### config.mk
export PLATFORM = sky130hd
export DESIGN_NAME = nand_strobe_gen
export DESIGN_NICKNAME = d
export VERILOG_FILES = /design/src/rtl/nsg_pkg.sv /design/src/rtl/nsg_calc.sv /design/src/rtl/nsg_seq.sv /design/src/rtl/nsg_sample.sv /design/src/rtl/nand_strobe_gen.sv
export SDC_FILE = /design/constraint.sdc
export NUM_CORES = 1
export LEC_CHECK = 0
export BUFFER_PORTS_ARGS = -buffer_cell sky130_fd_sc_hd__buf_2
export CORE_ASPECT_RATIO = 0.6
export CORE_MARGIN = 1
export CORE_UTILIZATION = 35
export CTS_BUF_LIST = sky130_fd_sc_hd__clkbuf_4 sky130_fd_sc_hd__clkbuf_8 sky130_fd_sc_hd__clkbuf_16
export DETAILED_ROUTE_END_ITERATION = 8
export PLACE_DENSITY_LB_ADDON = 0.12
export SLEW_MARGIN = 0
export SYNTH_ARGS = -nofsm -noshare
export SYNTH_HDL_FRONTEND = slang
export SYNTH_SLANG_ARGS = --single-unit
### constraint.sdc
create_clock -name clk_i -period 3.9 [get_ports clk_i]
set_input_delay 0.39 -clock clk_i [delete_from_list [all_inputs] [get_ports clk_i]]
set_output_delay 0.39 -clock clk_i [all_outputs]
set_load 0.02 [all_outputs]
### src/rtl/nsg_pkg.sv
package nsg_pkg;
  typedef enum logic [1:0] {ST_IDLE, ST_LO, ST_HI, ST_DRAIN} seq_state_e;
endpackage

### src/rtl/nsg_calc.sv
module nsg_calc #(
  parameter int CNT_W = 4,
  parameter int ACC_W = 5,
  parameter int DLY_W = 2,
  parameter int LOW_W = 6
) (
  input  logic [CNT_W-1:0] trlt_i,
  input  logic [ACC_W-1:0] tacc_i,
  output logic [LOW_W-1:0] low_m1_o,
  output logic [DLY_W-1:0] dly_o
);
  localparam int MAX_DLY = (1 << DLY_W) - 1;

  logic [LOW_W-1:0] base_len, acc_ext, need;

  always_comb begin
    base_len = LOW_W'(trlt_i) + LOW_W'(1);
    acc_ext  = LOW_W'(tacc_i);
    need     = (acc_ext > base_len) ? (acc_ext - base_len) : '0;
    if (need > LOW_W'(MAX_DLY)) begin
      // delay saturates, remainder stretches the low phase
      dly_o    = DLY_W'(MAX_DLY);
      low_m1_o = LOW_W'(trlt_i) + need - LOW_W'(MAX_DLY);
    end else begin
      dly_o    = need[DLY_W-1:0];
      low_m1_o = LOW_W'(trlt_i);
    end
  end
endmodule

### src/rtl/nsg_seq.sv
module nsg_seq
  import nsg_pkg::*;
#(
  parameter int CNT_W = 4,
  parameter int LOW_W = 6,
  parameter int DLY_W = 2,
  parameter int LEN_W = 8
) (
  input  logic             clk_i,
  input  logic             rst_ni,
  input  logic             start_i,
  input  logic             rd_i,
  input  logic [LEN_W-1:0] len_i,
  input  logic [LOW_W-1:0] low_m1_i,
  input  logic [DLY_W-1:0] dly_i,
  input  logic [CNT_W-1:0] twh_i,
  input  logic [CNT_W-1:0] twst_i,
  input  logic             pend_any_i,
  output logic             busy_o,
  output logic             rise_o,
  output logic [LEN_W-1:0] idx_o,
  output logic [DLY_W-1:0] dly_o,
  output logic             re_no,
  output logic             we_no,
  output logic             done_o
);
  seq_state_e       state_q;
  logic [LOW_W-1:0] cnt_q, low_m1_q;
  logic [CNT_W-1:0] twh_q;
  logic [DLY_W-1:0] dly_q;
  logic [LEN_W-1:0] byte_q, last_q;
  logic             is_rd_q, re_q, we_q, done_q;

  always_ff @(posedge clk_i or negedge rst_ni) begin
    if (!rst_ni) begin
      state_q  <= ST_IDLE;
      cnt_q    <= '0;
      low_m1_q <= '0;
      twh_q    <= '0;
      dly_q    <= '0;
      byte_q   <= '0;
      last_q   <= '0;
      is_rd_q  <= 1'b0;
      re_q     <= 1'b1;
      we_q     <= 1'b1;
      done_q   <= 1'b0;
    end else begin
      done_q <= 1'b0;
      unique case (state_q)
        ST_IDLE: if (start_i) begin
          is_rd_q  <= rd_i;
          low_m1_q <= rd_i ? low_m1_i : LOW_W'(twst_i);
          cnt_q    <= rd_i ? low_m1_i : LOW_W'(twst_i);
          twh_q    <= twh_i;
          dly_q    <= dly_i;
          last_q   <= len_i;
          byte_q   <= '0;
          re_q     <= ~rd_i;
          we_q     <= rd_i;
          state_q  <= ST_LO;
        end
        ST_LO: begin
          if (cnt_q == '0) begin
            re_q    <= 1'b1;
            we_q    <= 1'b1;
            cnt_q   <= LOW_W'(twh_q);
            state_q <= ST_HI;
          end else begin
            cnt_q <= cnt_q - LOW_W'(1);
          end
        end
        ST_HI: begin
          if (cnt_q == '0) begin
            if (byte_q == last_q) begin
              state_q <= ST_DRAIN;
            end else begin
              byte_q  <= byte_q + LEN_W'(1);
              cnt_q   <= low_m1_q;
              re_q    <= ~is_rd_q;
              we_q    <= is_rd_q;
              state_q <= ST_LO;
            end
          end else begin
            cnt_q <= cnt_q - LOW_W'(1);
          end
        end
        ST_DRAIN: if (!pend_any_i) begin
          done_q  <= 1'b1;
          state_q <= ST_IDLE;
        end
        default: state_q <= ST_IDLE;
      endcase
    end
  end

  assign busy_o = (state_q != ST_IDLE);
  assign rise_o = (state_q == ST_LO) && (cnt_q == '0) && is_rd_q;
  assign idx_o  = byte_q;
  assign dly_o  = dly_q;
  assign re_no  = re_q;
  assign we_no  = we_q;
  assign done_o = done_q;

  AST_STROBE_EXCL: assert property (@(posedge clk_i) disable iff (!rst_ni)
    re_q || we_q) else $error("strobes both low");
  AST_IDLE_HIGH: assert property (@(posedge clk_i) disable iff (!rst_ni)
    (state_q == ST_IDLE) |-> (re_q && we_q)) else $error("strobe low while idle");
  AST_DONE_PULSE: assert property (@(posedge clk_i) disable iff (!rst_ni)
    done_q |=> !done_q) else $error("done longer than one cycle");
  AST_LO_HOLD: assert property (@(posedge clk_i) disable iff (!rst_ni)
    (state_q == ST_LO && cnt_q != '0) |=> (state_q == ST_LO && $stable(re_q))) else $error("low phase cut short");
  AST_FIELDS_HELD: assert property (@(posedge clk_i) disable iff (!rst_ni)
    (state_q != ST_IDLE) |=> (state_q == ST_IDLE) || ($stable(low_m1_q) && $stable(twh_q) && $stable(last_q))) else $error("fields changed mid burst");
endmodule

### src/rtl/nsg_sample.sv
module nsg_sample #(
  parameter int DATA_W = 8,
  parameter int LEN_W  = 8,
  parameter int DLY_W  = 2
) (
  input  logic              clk_i,
  input  logic              rst_ni,
  input  logic              rise_i,
  input  logic [LEN_W-1:0]  idx_i,
  input  logic [DLY_W-1:0]  dly_i,
  input  logic [DATA_W-1:0] dq_i,
  output logic              pend_any_o,
  output logic [DATA_W-1:0] data_o,
  output logic [LEN_W-1:0]  idx_o,
  output logic              valid_o
);
  localparam int MAX_DLY = (1 << DLY_W) - 1;

  logic [MAX_DLY-1:0] pend_q, pend_d;
  logic [LEN_W-1:0]   tag_q [MAX_DLY];
  logic [LEN_W-1:0]   tag_d [MAX_DLY];
  logic               cap_now;
  logic [LEN_W-1:0]   cap_tag;
  logic [DATA_W-1:0]  data_q;
  logic [LEN_W-1:0]   idx_q;
  logic               valid_q;

  // slot 0 fires on the next edge; a new token enters at slot dly-1
  always_comb begin
    pend_d = pend_q >> 1;
    for (int i = 0; i < MAX_DLY; i++) begin
      tag_d[i] = (i < MAX_DLY - 1) ? tag_q[(i + 1) % MAX_DLY] : tag_q[i];
    end
    if (rise_i && dly_i != '0) begin
      pend_d[int'(dly_i) - 1] = 1'b1;
      tag_d[int'(dly_i) - 1]  = idx_i;
    end
  end

  assign cap_now = (rise_i && dly_i == '0) || pend_q[0];
  assign cap_tag = pend_q[0] ? tag_q[0] : idx_i;

  always_ff @(posedge clk_i or negedge rst_ni) begin
    if (!rst_ni) begin
      pend_q  <= '0;
      for (int i = 0; i < MAX_DLY; i++) tag_q[i] <= '0;
      data_q  <= '0;
      idx_q   <= '0;
      valid_q <= 1'b0;
    end else begin
      pend_q  <= pend_d;
      for (int i = 0; i < MAX_DLY; i++) tag_q[i] <= tag_d[i];
      valid_q <= cap_now;
      if (cap_now) begin
        data_q <= dq_i;
        idx_q  <= cap_tag;
      end
    end
  end

  assign pend_any_o = |pend_q;
  assign data_o     = data_q;
  assign idx_o      = idx_q;
  assign valid_o    = valid_q;

  AST_PEND_LIMIT: assert property (@(posedge clk_i) disable iff (!rst_ni)
    $countones(pend_q) <= 2) else $error("too many pending samples");
  AST_NO_COLLIDE: assert property (@(posedge clk_i) disable iff (!rst_ni)
    !(rise_i && dly_i == '0 && pend_q[0])) else $error("two captures on one edge");
  AST_IDX_ORDER: assert property (@(posedge clk_i) disable iff (!rst_ni)
    (valid_q && $past(valid_q) && idx_q != '0) |-> (idx_q == $past(idx_q) + LEN_W'(1))) else $error("capture order");
endmodule

### src/rtl/nand_strobe_gen.sv
module nand_strobe_gen #(
  parameter int DATA_W  = 8,
  parameter int LEN_W   = 8,
  parameter int CNT_W   = 4,
  parameter int ACC_W   = 5,
  parameter int DLY_W   = 2,
  parameter int CTRL_W  = 8,
  parameter int DLY_LSB = 3
) (
  input  logic              clk_i,
  input  logic              rst_ni,
  input  logic              start_i,
  input  logic              rd_i,
  input  logic [LEN_W-1:0]  len_i,
  input  logic [CNT_W-1:0]  trlt_i,
  input  logic [CNT_W-1:0]  twh_i,
  input  logic [CNT_W-1:0]  twst_i,
  input  logic [ACC_W-1:0]  tacc_i,
  input  logic [DATA_W-1:0] dq_i,
  input  logic              ctrl_we_i,
  input  logic [CTRL_W-1:0] ctrl_wdata_i,
  output logic [CTRL_W-1:0] ctrl_o,
  output logic              re_no,
  output logic              we_no,
  output logic [DATA_W-1:0] data_o,
  output logic [LEN_W-1:0]  data_idx_o,
  output logic              data_valid_o,
  output logic              done_o
);
  localparam int LOW_W = ((CNT_W > ACC_W) ? CNT_W : ACC_W) + 1;
  localparam logic [CTRL_W-1:0] DLY_MASK = CTRL_W'(((1 << DLY_W) - 1) << DLY_LSB);

  logic [LOW_W-1:0]  calc_low_m1;
  logic [DLY_W-1:0]  calc_dly, run_dly;
  logic              busy, start_ok, rise, pend_any;
  logic [LEN_W-1:0]  rise_idx;
  logic [CTRL_W-1:0] ctrl_q;

  assign start_ok = start_i && !busy;

  nsg_calc #(.CNT_W(CNT_W), .ACC_W(ACC_W), .DLY_W(DLY_W), .LOW_W(LOW_W)) u_calc (
    .trlt_i  (trlt_i),
    .tacc_i  (tacc_i),
    .low_m1_o(calc_low_m1),
    .dly_o   (calc_dly)
  );

  nsg_seq #(.CNT_W(CNT_W), .LOW_W(LOW_W), .DLY_W(DLY_W), .LEN_W(LEN_W)) u_seq (
    .clk_i     (clk_i),
    .rst_ni    (rst_ni),
    .start_i   (start_ok),
    .rd_i      (rd_i),
    .len_i     (len_i),
    .low_m1_i  (calc_low_m1),
    .dly_i     (calc_dly),
    .twh_i     (twh_i),
    .twst_i    (twst_i),
    .pend_any_i(pend_any),
    .busy_o    (busy),
    .rise_o    (rise),
    .idx_o     (rise_idx),
    .dly_o     (run_dly),
    .re_no     (re_no),
    .we_no     (we_no),
    .done_o    (done_o)
  );

  nsg_sample #(.DATA_W(DATA_W), .LEN_W(LEN_W), .DLY_W(DLY_W)) u_sample (
    .clk_i     (clk_i),
    .rst_ni    (rst_ni),
    .rise_i    (rise),
    .idx_i     (rise_idx),
    .dly_i     (run_dly),
    .dq_i      (dq_i),
    .pend_any_o(pend_any),
    .data_o    (data_o),
    .idx_o     (data_idx_o),
    .valid_o   (data_valid_o)
  );

  // field update on start only touches the delay bits
  always_ff @(posedge clk_i or negedge rst_ni) begin
    if (!rst_ni) begin
      ctrl_q <= '0;
    end else begin
      if (ctrl_we_i) ctrl_q <= ctrl_wdata_i;
      if (start_ok)  ctrl_q[DLY_LSB +: DLY_W] <= calc_dly;
    end
  end

  assign ctrl_o = ctrl_q;

  AST_CTRL_KEEP: assert property (@(posedge clk_i) disable iff (!rst_ni)
    !ctrl_we_i |=> $stable(ctrl_q & ~DLY_MASK)) else $error("ctrl bits outside field changed");
  AST_CTRL_FIELD: assert property (@(posedge clk_i) disable iff (!rst_ni)
    start_ok |=> (ctrl_q[DLY_LSB +: DLY_W] == $past(calc_dly))) else $error("delay field not written");
  AST_VALID_BUSY: assert property (@(posedge clk_i) disable iff (!rst_ni)
    data_valid_o |-> $past(busy)) else $error("capture while idle");
endmodule

Word level (Yosys, flattened, before mapping)
Index checks and enable logic that the tools add are counted.
{"block": "word_totals", "output_inout_bits": 28, "ff_bits": 92, "elab_cells": 110}
{"block": "op_classes", "bitwise": 4, "n_addsub": 7, "muxes": 40, "n_eq_ne": 10, "order_cmp": 6, "n_reduce_logical": 23}
{"cell": "6-bit two-way mux", "count": 7}
{"cell": "8-bit two-way mux", "count": 5}
{"cell": "32-bit by 1-bit >= comparator with 1-bit output, second input constant", "count": 1}
{"cell": "32-bit by 3-bit >= comparator with 1-bit output, second input constant", "count": 1}
{"cell": "32-bit by 1-bit less-than comparator with 1-bit output, second input constant", "count": 1}
{"cell": "32-bit by 4-bit less-than comparator with 1-bit output, second input constant", "count": 1}
{"cell": "32-bit inverter", "count": 1}
{"cell": "24-bit bitwise mux", "count": 1}
{"cell": "24-bit two-way mux", "count": 1}
{"cell": "6-bit case mux with 3 select lines", "count": 1}
{"cell": "8-bit demux with 2-bit select", "count": 1}
{"cell": "8-bit case mux with 2 select lines", "count": 1}
{"cell": "2-bit two-way mux", "count": 7}
{"cell": "1-bit two-way mux", "count": 10}
{"cell": "8-bit by 1-bit adder with 8-bit output, second input constant", "count": 1}
{"cell": "8-bit equality test", "count": 1}
{"cell": "2-bit case mux with 4 select lines", "count": 1}
{"cell": "4-bit AND reduction", "count": 2}
{"cell": "2-bit nonzero test", "count": 4}
{"cell": "1-bit logical AND", "count": 7}
{"cell": "4-bit by 6-bit adder with 6-bit output", "count": 1}
{"cell": "5-bit by 6-bit greater-than comparator with 1-bit output", "count": 1}
{"cell": "6-bit by 2-bit greater-than comparator with 1-bit output, second input constant", "count": 1}
{"cell": "6-bit logical NOT", "count": 1}
{"cell": "24 further kinds", "count": 31}

Longest topological paths before layout
{"block": "logic_depth", "word_depth": 9, "ltp_mapped": 18, "depth_no_buf": 18}

Hierarchy
A second synthesis with hierarchy kept.
{"block": "unflattened", "hier_cells": 426, "hier_area_um2": 4929.7}
{"mod": "nsg_seq", "area_per_inst_um2": 2265.9, "cells_each": 225, "instances": 1}
{"mod": "nsg_sample", "area_per_inst_um2": 1727.9, "cells_each": 104, "instances": 1}
{"mod": "nsg_calc", "area_per_inst_um2": 594.3, "cells_each": 76, "instances": 1}
{"mod": "nand_strobe_gen", "area_per_inst_um2": 341.6, "cells_each": 21, "instances": 1}

Worst setup path after synthesis
OpenSTA, ideal clock, no wires.
{"block": "synth_timing", "path_kind": "input-to-reg", "start": "input port trlt_i[0]", "end": "register u_seq.cnt_q[3]", "slack_ns": 0.455, "cell_stages": 16, "n_path_buf": 0, "setup_ns": 0.066, "t_arrival_ns": 3.379, "path_cell_list": "ha_1 > inv_1 > fa_1 > a211oi_2 > o21a_1 > a21oi_2 > and2_1 > ha_1 > ha_1 > inv_1 > fa_1 > xor2_1 > a21oi_1 > inv_1 > o221ai_1 > a22o_1"}
{"block": "synth_between", "elab_chain_cells": 9, "elab_cells_between_ends": 11, "classes_between": "add/sub (4); order compare (2); mux (5)"}
{"element": "start, declared", "line_no": "nand_strobe_gen.sv:15", "rtl": "input logic [CNT_W-1:0] trlt_i,"}
{"element": "4-bit by 1-bit adder with 5-bit output", "line_no": "nsg_calc.sv:17", "rtl": "base_len = LOW_W'(trlt_i) + LOW_W'(1);"}
{"element": "5-bit by 6-bit subtractor with 6-bit output or 5-bit by 6-bit greater-than comparator with 1-bit output (tied branches)", "line_no": "nsg_calc.sv:19", "rtl": "need = (acc_ext > base_len) ? (acc_ext - base_len) : '0;"}
{"element": "6-bit two-way mux", "line_no": "nsg_calc.sv:19"}
{"element": "4-bit by 6-bit adder with 6-bit output", "line_no": "nsg_calc.sv:23", "rtl": "low_m1_o = LOW_W'(trlt_i) + need - LOW_W'(MAX_DLY);"}
{"element": "6-bit by 2-bit subtractor with 6-bit output", "line_no": "nsg_calc.sv:23"}
{"element": "6-bit two-way mux *", "line_no": "nsg_calc.sv:20", "rtl": "if (need > LOW_W'(MAX_DLY)) begin"}
{"element": "6-bit two-way mux *", "line_no": "nsg_seq.sv:53", "rtl": "cnt_q <= rd_i ? low_m1_i : LOW_W'(twst_i);"}
{"element": "6-bit two-way mux *", "line_no": "nsg_seq.sv:50", "rtl": "ST_IDLE: if (start_i) begin"}
{"element": "6-bit case mux with 3 select lines *", "line_no": "nsg_seq.sv:49", "rtl": "unique case (state_q)"}
{"element": "end signal, assigned", "line_no": "nsg_seq.sv:53"}
{"element": "end signal, assigned", "line_no": "nsg_seq.sv:66", "rtl": "cnt_q <= LOW_W'(twh_q);"}
{"element": "end signal, assigned", "line_no": "nsg_seq.sv:69", "rtl": "cnt_q <= cnt_q - LOW_W'(1);"}
{"element": "end, declared", "line_no": "nsg_seq.sv:28", "rtl": "logic [LOW_W-1:0] cnt_q, low_m1_q;"}
Mark *: on every way between the ends. The rest lies on a longest branch, timed or not. The select of a mux whose other input is x is not followed.
A chain may end at the register's enable or synchronous reset.

Worst setup path in the final report
Ends and elaborated chain as after synthesis.

==> results.ini <==
[run_status]
status=completed

[floorplan]
start_util_pct=36.4
core_sq_um=13900
rows=33
die_w_um=157
io_pins=74
die_h_um=95.0
die_area_sq_um=14900

[critical_path]
crit_chain=buf_2 -> ha_1 -> inv_1 -> fa_1 -> a211oi_2 -> o21a_1 -> a21oi_2 -> and2_1 -> ha_1 -> ha_1 -> inv_1 -> fa_1 -> xor2_1 -> a21oi_1 -> inv_1 -> o221ai_1 -> a22o_1
crit_required_ps=4190
worstPathMaxFanout=10
worstSetupPathType=in2reg
cp-end-kind=flop
slowest_delay_ps=430
cp-start-kind=input pin
cp.arrival_ps=3730
cpMaxStageDelayCell=fa_1

[synthesis]
synth_ff_type=dfrtp_1
synth_cell_type_count=62
synth-edff-count=0
synth_nets=560
yosysWarnings=0
ys_ff_latch=92
syn_avg_cell_area_sq_um=10.3
seq_area_frac_synth_pct=45.6
syn_inst=490
async_reset_ff_share_pct=100
syn_area_sq_um=5050

[power]
pwr-share-seq_pct=37.0
p_leak_nw=2.91
p_int_mw=2.36
swShare_pct=40.1
ir_worst_vdd_mv=0.241
p_clk_share_pct=22.0
p_switching_mw=1.58
p_per_area_nw_per_um2=666
combPwrFrac_pct=41.1

[timing]
fin_crit_sh_pct=88.4
hold_viol=0
tightestPinTransition_ps=915
max_freq_mhz=290
layout_setup_ws_ps=452
fin_worst_skew_ps=10.5
slew_headroom_pct=39.0
finalMaxSlewViolations=0
setup_viol=0
period_needed_ps=3450
whs_ps=165
rsz0062_at_grt=false
setup-tns-final_ps=0

[clocking]
cts_resized=0
clkTransAtPathRegs_ps=80
cts_buffers=9
cts.path.max_buffers=2
cts_root_buf=clkbuf_16
cts_tree=done
htree_levels=3
ctsHoldBuffers=0
cts.sinks=92
clkLatencyLatePin_ps=350
post_cts_buffers=0

[layout]
syn2layout_area_growth_pct=16.8
finalNetCount=628
final_cell_mix=dfrtp_1, buf_2, nand2_1, mux2_2
diodes=0
post_layout_nonfiller_instances=755
seqCellArea_sq_um=2300
drive_above_1_share_pct=28.6
multi_input_area_sq_um=2530
fill_cells=1368
layout_commonest_cell=dfrtp_1

[routing]
dr_total_vias=3763
via_per_inst=4.98
drc=0
first_pass_iters=4
routed_wl_um=12200
drt_iter0_drc=214
drt.antenna.violating_nets=0
wl_per_cell_um=16.1

[place]
numPortBuffers=73
gp_congestion=0.806
place_inst=739
pre_cts_ws_ps=61.5
place_hpwl_um=9030

[grt]
grt_max_degree=72
track_usage_pct=17.6
grt_pass1_vias=3640
grt-ovfl-total=0
antenna_found_initial=0
grt_first_pass_wirelength_um=19900

[job]
cap_violations=0

[min_path]
hold_path.class=in2async

==> cells by family after synthesis <==
logic type,after synthesis,synth area share (%)
adder cells (fa/ha/maj),24,6.24
buffers and inverters,52,4.34
AO/OA/AOI/OAI,93,12.3
XOR/XNOR,21,3.64
AND/OR/NAND/NOR,152,14.8
multiplexers,56,13.1
flip-flops,92,45.6
==> state kept, by name, indices dropped and copies added (netlist names), named ones only <==
signal,flops
u_seq.low_m1_q,6
u_seq.is_rd_q,1
u_seq.cnt_q,6
u_sample.data_o,8
u_sample.pend_q,3
u_seq.last_q,8
u_sample.tag_q,16
u_seq.twh_q,4
u_seq.re_no,1
u_sample.idx_o,8
u_seq.state_q,2
u_seq.dly_o,2
u_seq.we_no,1
u_seq.idx_o,8
ctrl_o,8
u_seq.done_o,1
u_sample.valid_o,1
==> per-layer routing <==
metal	vias up	track usage (%)	part of all wire, %
met5	-	0	0
met4	0	4.37	0.84
met3	9	3.64	5.0
met2	98	23.3	37
met1	1805	28.2	57
li1	1851	-	-
==> synthesized netlist by cell type, types with 3 or more instances <==
cell type	number	area, sq um
inv_1	27	101
mux2i_1	4	40.0
a21o_1	7	52.6
o21ai_0	24	120
xor2_1	5	43.8
o211ai_1	4	30.0
clkbuf_1	14	52.6
nor2_1	27	101
a211oi_1	6	45.0
dfrtp_1	90	2250
and2_1	3	18.8
buf_2	6	30.0
nand2_1	66	248
nand2b_1	5	31.3
a31oi_1	9	56.3
and3_1	4	25.0
nand3_1	14	70.1
nor2b_1	4	25.0
ha_1	22	275
o31ai_1	5	37.5
nor3_1	5	25.0
a21oi_1	14	70.1
mux2_4	9	135
nor4_1	5	31.3
mux2_2	43	484
xnor2_1	16	140
nor3b_1	3	22.5
==> final cells by class <==
| type | count | share of cell area [%] |
|---|---|---|
| sequential | 92 | 39.1 |
| clock inverter | 7 | 1.15 |
| inverter | 27 | 1.72 |
| timing repair buffer | 82 | 7.38 |
| tap | 192 | 4.07 |
| multi-input combinational | 346 | 42.8 |
| clock buffer | 9 | 3.82 |
==> through the flow <==
step	cell area [sq um]	total power, mW	util (%)
floorplan	5050	2.60	-
CTS	5900	3.97	42.5
finish	5900	3.93	42.5
global placement	5610	3.06	40.4
global route	5900	4.24	42.5
detailed placement	5610	3.09	40.4
==> power by group through the flow <==
stage / sequential [mW] / clock (mW) / combinational (mW)
after floorplan: 1.50 / 0 / 1.10
after global placement: 1.46 / 0 / 1.60
after detailed placement: 1.47 / 0 / 1.61
after CTS: 1.45 / 0.898 / 1.62
after global routing: 1.49 / 0.924 / 1.82
final: 1.45 / 0.864 / 1.61
==> worst paths after layout <==
| kind | from | end | cells after the start | slack (ps) |
|---|---|---|---|---|
| min in group clk_i | twh_i[1] | u_seq.twh_q[1] | 3 | 230 |
| max in group asynchronous | rst_ni | u_seq.re_no | 2 | 2800 |
| max | trlt_i[0] | u_seq.cnt_q[3] | 17 | 450 |
| min reg2reg | u_sample.pend_q[2] | u_seq.done_o | 1 | 470 |
| max reg2reg | u_seq.cnt_q[0] | u_sample.idx_o[1] | 7 | 1250 |
| min | rst_ni | u_sample.data_o[0] | 1 | 160 |
==> worst max-delay path, delay by kind of cell <==
family	cells	cell delay, ps
fa+ha+maj	5	1560
compound gates	6	1080
simple gates	1	190
buf+inv	4	320
xor+xnor	1	180
Power figures use the tool's default switching activity.
